--- config.mk ---
export PLATFORM = sky130hd
export DESIGN_NAME = gain_servo
export DESIGN_NICKNAME = d
export VERILOG_FILES = /design/src/rtl/gs_pkg.sv /design/src/rtl/gs_magnitude.sv /design/src/rtl/gs_window_avg.sv /design/src/rtl/gs_hyst_step.sv /design/src/rtl/gain_servo.sv
export SDC_FILE = /design/constraint.sdc
export NUM_CORES = 1
export LEC_CHECK = 0
export ABC_CLOCK_PERIOD_IN_PS = 3000
export BUFFER_PORTS_ARGS = -buffer_cell sky130_fd_sc_hd__buf_2
export CAP_MARGIN = 20
export CORE_UTILIZATION = 30
export CTS_CLUSTER_DIAMETER = 120
export CTS_CLUSTER_SIZE = 14
export DETAILED_ROUTE_END_ITERATION = 10
export PLACE_DENSITY = 0.48
export SKIP_CTS_REPAIR_TIMING = 1
export SLEW_MARGIN = 5
export SYNTH_ARGS = -nofsm -noshare
export SYNTH_HDL_FRONTEND = slang
export SYNTH_SLANG_ARGS = --single-unit
--- constraint.sdc ---
create_clock -name clk -period 3 [get_ports clk]
set_clock_uncertainty 0.15 [all_clocks]
set_input_delay 0.45 -clock clk [delete_from_list [all_inputs] [get_ports clk]]
set_output_delay 0.45 -clock clk [all_outputs]
set_load 0.05 [all_outputs]
--- src/rtl/gs_pkg.sv ---
package gs_pkg;
    typedef enum logic [1:0] {
        STEP_HOLD = 2'd0,
        STEP_UP   = 2'd1,
        STEP_DOWN = 2'd2
    } step_e;
endpackage

--- src/rtl/gs_magnitude.sv ---
module gs_magnitude #(
    parameter int SAMPLE_W = 10,
    parameter int MAG_W    = SAMPLE_W - 1
) (
    input  logic                clk,
    input  logic                rst_n,
    input  logic                in_valid,
    input  logic [SAMPLE_W-1:0] in_sample,
    output logic                mag_valid,
    output logic [MAG_W-1:0]    mag
);
    localparam logic [MAG_W-1:0]    MAG_MAX = '1;
    localparam logic [SAMPLE_W-1:0] MOST_NEG = {1'b1, {(SAMPLE_W-1){1'b0}}};

    typedef struct packed {
        logic             vld;
        logic [MAG_W-1:0] mag;
    } mag_st_t;

    mag_st_t st_d, st_q;
    logic [SAMPLE_W-1:0] negated;

    always_comb begin
        negated   = ~in_sample + 1'b1;
        st_d      = st_q;
        st_d.vld  = in_valid;
        if (in_valid) begin
            if (!in_sample[SAMPLE_W-1])
                st_d.mag = in_sample[MAG_W-1:0];
            else if (negated[SAMPLE_W-1])
                st_d.mag = MAG_MAX;
            else
                st_d.mag = negated[MAG_W-1:0];
        end
    end

    always_ff @(posedge clk or negedge rst_n) begin
        if (!rst_n) st_q <= '0;
        else        st_q <= st_d;
    end

    assign mag_valid = st_q.vld;
    assign mag       = st_q.mag;


    most_neg_clamp_chk: assert property (@(posedge clk) disable iff (!rst_n)
        ($past(in_valid) && $past(in_sample) == MOST_NEG) |-> (mag_valid && mag == MAG_MAX));
endmodule

--- src/rtl/gs_window_avg.sv ---
module gs_window_avg #(
    parameter int MAG_W    = 9,
    parameter int WIN_LOG2 = 8
) (
    input  logic             clk,
    input  logic             rst_n,
    input  logic             mag_valid,
    input  logic [MAG_W-1:0] mag,
    output logic             avg_valid,
    output logic [MAG_W-1:0] avg
);
    localparam int ACC_W = MAG_W + WIN_LOG2;
    localparam logic [WIN_LOG2-1:0] LAST = '1;

    typedef struct packed {
        logic [WIN_LOG2-1:0] cnt;
        logic [ACC_W-1:0]    acc;
        logic [MAG_W-1:0]    avg;
        logic                vld;
    } win_st_t;

    win_st_t st_d, st_q;
    logic [ACC_W-1:0] sum;

    always_comb begin
        st_d     = st_q;
        st_d.vld = 1'b0;
        sum      = st_q.acc + ACC_W'(mag);
        if (mag_valid) begin
            if (st_q.cnt == LAST) begin
                st_d.avg = sum[ACC_W-1:WIN_LOG2];
                st_d.vld = 1'b1;
                st_d.acc = '0;
                st_d.cnt = '0;
            end else begin
                st_d.acc = sum;
                st_d.cnt = st_q.cnt + 1'b1;
            end
        end
    end

    always_ff @(posedge clk or negedge rst_n) begin
        if (!rst_n) st_q <= '0;
        else        st_q <= st_d;
    end

    assign avg_valid = st_q.vld;
    assign avg       = st_q.avg;


    avg_spacing_chk: assert property (@(posedge clk) disable iff (!rst_n)
        avg_valid |=> !avg_valid);


    idle_freeze_chk: assert property (@(posedge clk) disable iff (!rst_n)
        !$past(mag_valid) |-> ($stable(st_q.cnt) && $stable(st_q.acc)));
endmodule

--- src/rtl/gs_hyst_step.sv ---
module gs_hyst_step
    import gs_pkg::*;
#(
    parameter int MAG_W  = 9,
    parameter int GAIN_W = 5
) (
    input  logic              clk,
    input  logic              rst_n,
    input  logic              avg_valid,
    input  logic [MAG_W-1:0]  avg,
    input  logic [MAG_W-1:0]  target,
    input  logic [MAG_W-1:0]  hyst,
    output logic [GAIN_W-1:0] gain,
    output logic              strobe
);
    localparam logic [GAIN_W-1:0] GAIN_MAX = '1;
    localparam logic [GAIN_W-1:0] GAIN_MID = {1'b1, {(GAIN_W-1){1'b0}}};

    typedef struct packed {
        logic [GAIN_W-1:0] gain;
        logic              stb;
    } gain_st_t;

    gain_st_t st_d, st_q;
    step_e    dir;
    logic [MAG_W:0] upper_edge;
    logic [MAG_W:0] lifted_avg;

    always_comb begin
        upper_edge = {1'b0, target} + {1'b0, hyst};
        lifted_avg = {1'b0, avg} + {1'b0, hyst};
        if ({1'b0, avg} > upper_edge)       dir = STEP_DOWN;
        else if (lifted_avg < {1'b0, target}) dir = STEP_UP;
        else                                 dir = STEP_HOLD;
    end

    always_comb begin
        st_d     = st_q;
        st_d.stb = avg_valid;
        if (avg_valid) begin
            unique case (dir)
                STEP_UP:   if (st_q.gain != GAIN_MAX) st_d.gain = st_q.gain + 1'b1;
                STEP_DOWN: if (st_q.gain != '0)       st_d.gain = st_q.gain - 1'b1;
                default:   st_d.gain = st_q.gain;
            endcase
        end
    end

    always_ff @(posedge clk or negedge rst_n) begin
        if (!rst_n) begin
            st_q.gain <= GAIN_MID;
            st_q.stb  <= 1'b0;
        end else begin
            st_q <= st_d;
        end
    end

    assign gain   = st_q.gain;
    assign strobe = st_q.stb;


    gain_single_step_chk: assert property (@(posedge clk) disable iff (!rst_n)
        (gain == $past(gain)) || (gain == $past(gain) + 1'b1) || (gain == $past(gain) - 1'b1));


    gain_quiet_chk: assert property (@(posedge clk) disable iff (!rst_n)
        !strobe |-> $stable(gain));


    top_rail_chk: assert property (@(posedge clk) disable iff (!rst_n)
        ($past(gain) == GAIN_MAX) |-> (gain != '0));


    bottom_rail_chk: assert property (@(posedge clk) disable iff (!rst_n)
        ($past(gain) == '0) |-> (gain != GAIN_MAX));


    strobe_pulse_chk: assert property (@(posedge clk) disable iff (!rst_n)
        strobe |=> !strobe);
endmodule

--- src/rtl/gain_servo.sv ---
module gain_servo #(
    parameter int SAMPLE_W = 10,
    parameter int WIN_LOG2 = 8,
    parameter int GAIN_W   = 5
) (
    input  logic                clk,
    input  logic                rst_n,
    input  logic                smp_valid,
    input  logic [SAMPLE_W-1:0] smp_data,
    input  logic [SAMPLE_W-2:0] level_target,
    input  logic [SAMPLE_W-2:0] level_hyst,
    output logic [GAIN_W-1:0]   gain_code,
    output logic                gain_strobe
);
    localparam int MAG_W = SAMPLE_W - 1;

    logic             mag_vld;
    logic [MAG_W-1:0] mag_val;
    logic             avg_vld;
    logic [MAG_W-1:0] avg_val;

    gs_magnitude #(.SAMPLE_W(SAMPLE_W), .MAG_W(MAG_W)) u_mag (
        .clk       (clk),
        .rst_n     (rst_n),
        .in_valid  (smp_valid),
        .in_sample (smp_data),
        .mag_valid (mag_vld),
        .mag       (mag_val)
    );

    gs_window_avg #(.MAG_W(MAG_W), .WIN_LOG2(WIN_LOG2)) u_win (
        .clk       (clk),
        .rst_n     (rst_n),
        .mag_valid (mag_vld),
        .mag       (mag_val),
        .avg_valid (avg_vld),
        .avg       (avg_val)
    );

    gs_hyst_step #(.MAG_W(MAG_W), .GAIN_W(GAIN_W)) u_step (
        .clk       (clk),
        .rst_n     (rst_n),
        .avg_valid (avg_vld),
        .avg       (avg_val),
        .target    (level_target),
        .hyst      (level_hyst),
        .gain      (gain_code),
        .strobe    (gain_strobe)
    );
endmodule

## Word level (Yosys, flattened, before mapping)

Cells that the tools add are included.

| operators by class | value |
|---|---|
| add/sub/neg operators | 7 |
| magnitude comparators | 2 |
| equal/unequal tests | 6 |
| muxes and demuxes | 10 |
| bitwise operators | 1 |
| reductions and logical operators | 4 |

Operators by type and width:

| cell | number |
|---|---|
| $mux 25 | 1 |
| $add 9x9->10 | 2 |
| $mux 9 | 2 |
| $add 17x9->17 | 1 |
| $add 10x1->10 const B | 1 |
| $gt 9x10->1 | 1 |
| $lt 10x9->1 | 1 |
| $mux 5 | 2 |
| $not 10->10 | 1 |
| $pmux 5 s2 | 1 |
| $add 8x1->8 const B | 1 |
| $eq 8x8->1 const B | 1 |
| $add 5x1->5 const B | 1 |
| $ne 5x5->1 const B | 1 |
| $reduce_bool 5->1 | 1 |
| $sub 5x1->5 const B | 1 |
| $ne 2x1->1 const B | 2 |
| $reduce_and 4->1 | 1 |
| $mux 1 | 3 |
| $eq 2x1->1 const B | 1 |
| $eq 2x2->1 const B | 1 |
| $mux 2 | 1 |
| $reduce_and 2->1 | 1 |
| $reduce_bool 2->1 | 1 |

| storage, ports and cells | value |
|---|---|
| register bits after elaboration | 51 |
| output and inout bits | 6 |
| logic and storage cells | 38 |

## Depth between registers and ports, before layout

| logic depth | value |
|---|---|
| depth after elaboration | 7 |
| gate-level depth with buffers | 21 |

## Cells and area by module

Synthesis repeated with hierarchy kept, for this count alone.

| unflattened totals | value |
|---|---|
| cell total of the unflattened synthesis | 477 |
| area total of the unflattened synthesis | 4334.2 µm² |

By module, submodules not included:

| module | instances | cells each | area an instance (µm²) |
|---|---|---|---|
| gs_window_avg | 1 | 225 | 2193.4 |
| gs_hyst_step | 1 | 185 | 1537.7 |
| gs_magnitude | 1 | 67 | 603.1 |

## Least setup slack after synthesis

No wires, ideal clock.

| timing | value |
|---|---|
| path kind | input -> register |
| from | input level_target[0] |
| to | register, netlist name u_step.gain[4] |
| library setup time | 86 ps |
| data arrival time | 4075 ps |
| required time | 2764 ps |
| setup slack | -1311 ps |
| stages | 20 |
| path through | ha_1 inv_1 fa_1 nor2_1 o21ai_0 a21oi_1 o21ai_0 a21oi_1 xnor2_1 ha_1 and4_1 a311oi_1 o2111a_2 ha_1 nor2b_1 o21ai_0 or2b_2 nand2_1 nand2_1 a2111o_1 |

| between the ends | value |
|---|---|
| word-level cells in the longest chain between the ends | 6 |

RTL lines:

| item | line | text |
|---|---|---|
| start: declaration | gain_servo.sv:10 | `input logic [SAMPLE_W-2:0] level_target,` |
| $add 9x9->10 / $lt 10x9->1 (equally long branches) | gs_hyst_step.sv:30, gs_hyst_step.sv:33 |  |
| $gt 9x10->1 / $mux 1 (equally long branches) | gs_hyst_step.sv:32, gs_hyst_step.sv:33 |  |
| $mux 2 (*) | gs_hyst_step.sv:32 | `if ({1'b0, avg} > upper_edge) dir = STEP_DOWN;` |
| $eq 2x2->1 / $eq 2x1->1 (equally long branches) | gs_hyst_step.sv:41 | `unique case (dir)` |
| $ne 2x1->1 (no source line) / $reduce_bool 2->1 (equally long branches) | n/a |  |
| $reduce_and 4->1 (no source line) | n/a |  |

Mark *: on every way between the ends. The rest lies on a longest branch, timed or not.
A chain may end at the register's enable or synchronous reset.

## Worst setup path after layout

| timing | value |
|---|---|
| from | input level_hyst[0] |
| to | register, netlist name u_step.gain[4] |

| between the ends | value |
|---|---|
| word-level cells in the longest chain between the ends | 7 |

RTL lines:

| item | line | text |
|---|---|---|
| start: declaration | gain_servo.sv:11 | `input logic [SAMPLE_W-2:0] level_hyst,` |
| $add 9x9->10 | gs_hyst_step.sv:31 | `lifted_avg = {1'b0, avg} + {1'b0, hyst};` |
| $lt 10x9->1 | gs_hyst_step.sv:33 | `else if (lifted_avg < {1'b0, target}) dir = STEP_UP;` |
| $mux 1 | gs_hyst_step.sv:33 |  |
| $mux 2 (*) | gs_hyst_step.sv:32 |  |
| $eq 2x2->1 / $eq 2x1->1 (equally long branches) | gs_hyst_step.sv:41 |  |
| $ne 2x1->1 (no source line) / $reduce_bool 2->1 (equally long branches) | n/a |  |
| $reduce_and 4->1 (no source line) | n/a |  |

Marks and branches as above.

==> impl_metrics.toml <==
[floorplanning]
ioPinCount = 37
die_h_um = 117
dieArea_sq_um = 13800
core-area_sq_um = 12800
num_rows = 41
start_util_pct = 31.2
dieWidth_um = 117

[yosys]
yosysTopAreaCell = "dfrtp_1"
synth-xor-area-share_pct = 8.57
yosysTopAreaCellShare_pct = 31.4
yosysMostFrequentCell = "dfrtp_1"
synth_top_family_by_area = "compound AO/OA/AOI/OAI gates"
synth_nets = 518
synth_adder_area_share_pct = 17.4
syn_area_per_cell_sq_um = 9.19
yosys_most_used_dff = "dfrtp_1"
yosys-top-cells-area = "dfrtp_1 (31%), ha_1 (15%), xnor2_1 (5.7%), o21ai_0 (3.6%), a21oi_1 (3.5%)"
synth-seq-cells = 51
seq_area_frac_synth_pct = 32.0
netlist-cell-type-count = 67
yosys_warnings = 0
synth_compound_area_share_pct = 22.2
synth-edff-count = 0
synthSimpleGateAreaFrac_pct = 15.1
synthMuxAreaShare_pct = 1.04
synth_commonest_cells = "dfrtp_1 (50), ha_1 (49), nor2_1 (35), nand2_1 (33), inv_1 (31)"
synthCells = 434
synth-async-reset-ratio_pct = 100
synth_area_sq_um = 3990

[final_layout]
finish.instance_area_sq_um = 5110
fin_cells = 708
nNetsFinal = 619
drive_gt1_share_pct = 27.2
syn_to_final_growth_pct = 28.2
diodes = 0

[status]
outcome = "finished with violations"
violations = "hold timing, setup timing"

[route]
wl_mm = 9.30
drt-initial-drc-count = 159
vias = 3407
ant_nets = 0
dr.pass1.iters = 4
wl_per_cell_um = 13.1
drc = 0
avgViaCountPerCell = 4.81

[setup_path]
worst-path-buf-inv = 3
cp_max_fo = 5
crit_path_frequent_cell = "a21oi_2"
worstSetupStartpointType = "primary input"
cpPeakStageDelay_ns = 0.38
cp.arrival_ns = 4.00
required_ns = 3.07
endpoint_kind = "flop"
path_delay_family = "compound AO/OA/AOI/OAI gates"
crit_type = "in -> reg"
slowest_stage = "a2111o_1"
crit_chain = "buf_8, ha_4, inv_2, fa_2, nor2_2, o21ai_2, a21oi_2, o21ai_2, a21oi_2, xnor2_1, ha_1, and4_1, a311oi_2, o2111a_2, inv_2, fa_2, nor2b_1, o21ai_1, or2b_4, a21oi_2, a2111o_1"

[job]
max_cap_viol_count = 0

[clocking]
clk_latency_ns = 0.29
htreeDepth = 2
root_buffer = "clkbuf_16"
clk_transition_reported_paths_ns = 0.07
cts_sinks = 51
cts_buffers = 5
cts_tree = "done"
clock_tree.buffer_depth = 2

[placement]
dp_hpwl_mm = 7.29
dp_cells = 696
place_congestion = 0.818
portBuffers = 36
postPlaceCellArea_sq_um = 4850

[pwr]
vdd_drop_max_v = 0.000261
p_leak_nw = 2.43
powerDensity_nw_per_um2 = 695

[sta]
worst_pin_slew_ns = 0.687
fmax_mhz = 254
hold_viol_final = 22
slew_headroom_pct = 54.0
period_share_pct = 131
finalWorstSetupSlack_ns = -0.936
finalCriticalPeriod_ns = 3.94
setup_violations = 5
holdWs_ns = -0.00899
maxSlewViolCount = 0
rsz0062_at_grt = "true"

[global_route]
grt_usage_pct = 15.0
overflow = 0
antenna_found_initial = 0
grt_pass1_vias = 3464
grt_max_degree = 52
grt_pass1_wl_mm = 16.1

[worst_hold_path]
hp-class = "in -> async"
[layout by cell type (no fill, tap or decap), drive strengths merged, types with 8 or more instances in the layout]
cell type  instances
buf              100
nor3               8
inv               32
a21oi             29
o21a               8
ha                49
o21ai             34
xnor2             26
dfrtp             50
xor2              13
nand2             34
nor2              35
[final cells by class]
| cell class | count | area, sq um |
|---|---|---|
| Fill cell | 1289 | 7660 |
| Clock buffer | 6 | 129 |
| Multi-Input combinational cell | 345 | 2670 |
| Timing Repair Buffer | 100 | 689 |
| Sequential cell | 51 | 1280 |
| Tap cell | 172 | 215 |
| Clock inverter | 2 | 12.5 |
| Inverter | 32 | 120 |
[worst paths after layout]
kind / startpoint / end / slack [ns] / cells past startpoint
max: level_hyst[0] / u_step.gain[4] / -0.94 / 21
min: rst_n / u_win.st_q[28] / -0.009 / 2
max reg2reg: u_win.avg[0] / u_step.gain[4] / -0.55 / 16
min reg2reg: u_win.st_q[34] / u_win.st_q[34] / 0.34 / 1
max in group asynchronous: rst_n / u_step.gain[4] / 2.42 / 2
min in group clk: smp_valid / u_mag.mag_valid / 0.24 / 1
[registers in the layout, summed over array words and instances, names as in the netlist]
signal and count:
u_win.st_q 25, u_mag.mag 9, u_win.avg 9, u_step.gain 5, u_mag.mag_valid 1, u_step.strobe 1, u_win.avg_valid 1
[logic make-up after synthesis]
logic type                 Yosys count
AOI/OAI and AO/OA                  128
and+or+nand+nor                    121
adders and majority gates           53
DFF                                 51
xor gates and xnor gates            39
buffers and inverters               38
muxes                                4
[per-stage QoR]
| step | hold WS, ns | utilization [%] | power [mW] | setup TNS (ns) | worst slack [ns] |
|---|---|---|---|---|---|
| global placement | 0.320 | 38.0 | 2.93 | -5.47 | -1.27 |
| global route | 0.0101 | 40.0 | 3.88 | -4.56 | -1.12 |
| floorplan | 0.00441 | - | 2.37 | -3.10 | -1.03 |
| CTS | -0.000950 | 39.1 | 3.57 | -4.13 | -1.08 |
| finish | -0.00899 | 40.0 | 3.55 | -3.32 | -0.936 |
| detailed placement | 0.321 | 38.0 | 2.97 | -5.61 | -1.39 |
[per-layer routing]
layer | track usage (%) | wire length (um) | vias up
met2 | 27.1 | 4550 | 42
li1 | - | - | 1766
met4 | 4.30 | 100 | 0
met1 | 18.5 | 4420 | 1591
met3 | 2.06 | 234 | 8
met5 | 0 | 0 | -
[report_power, final]
group          leakage [nW]  internal [mW]  switching (mW)
clock network        0.0669          0.309           0.256
registers             0.641          0.870           0.169
logic                  1.73          0.954           0.995
total                  2.43           2.13            1.42
No activity file was read; power rests on OpenSTA's default activity.
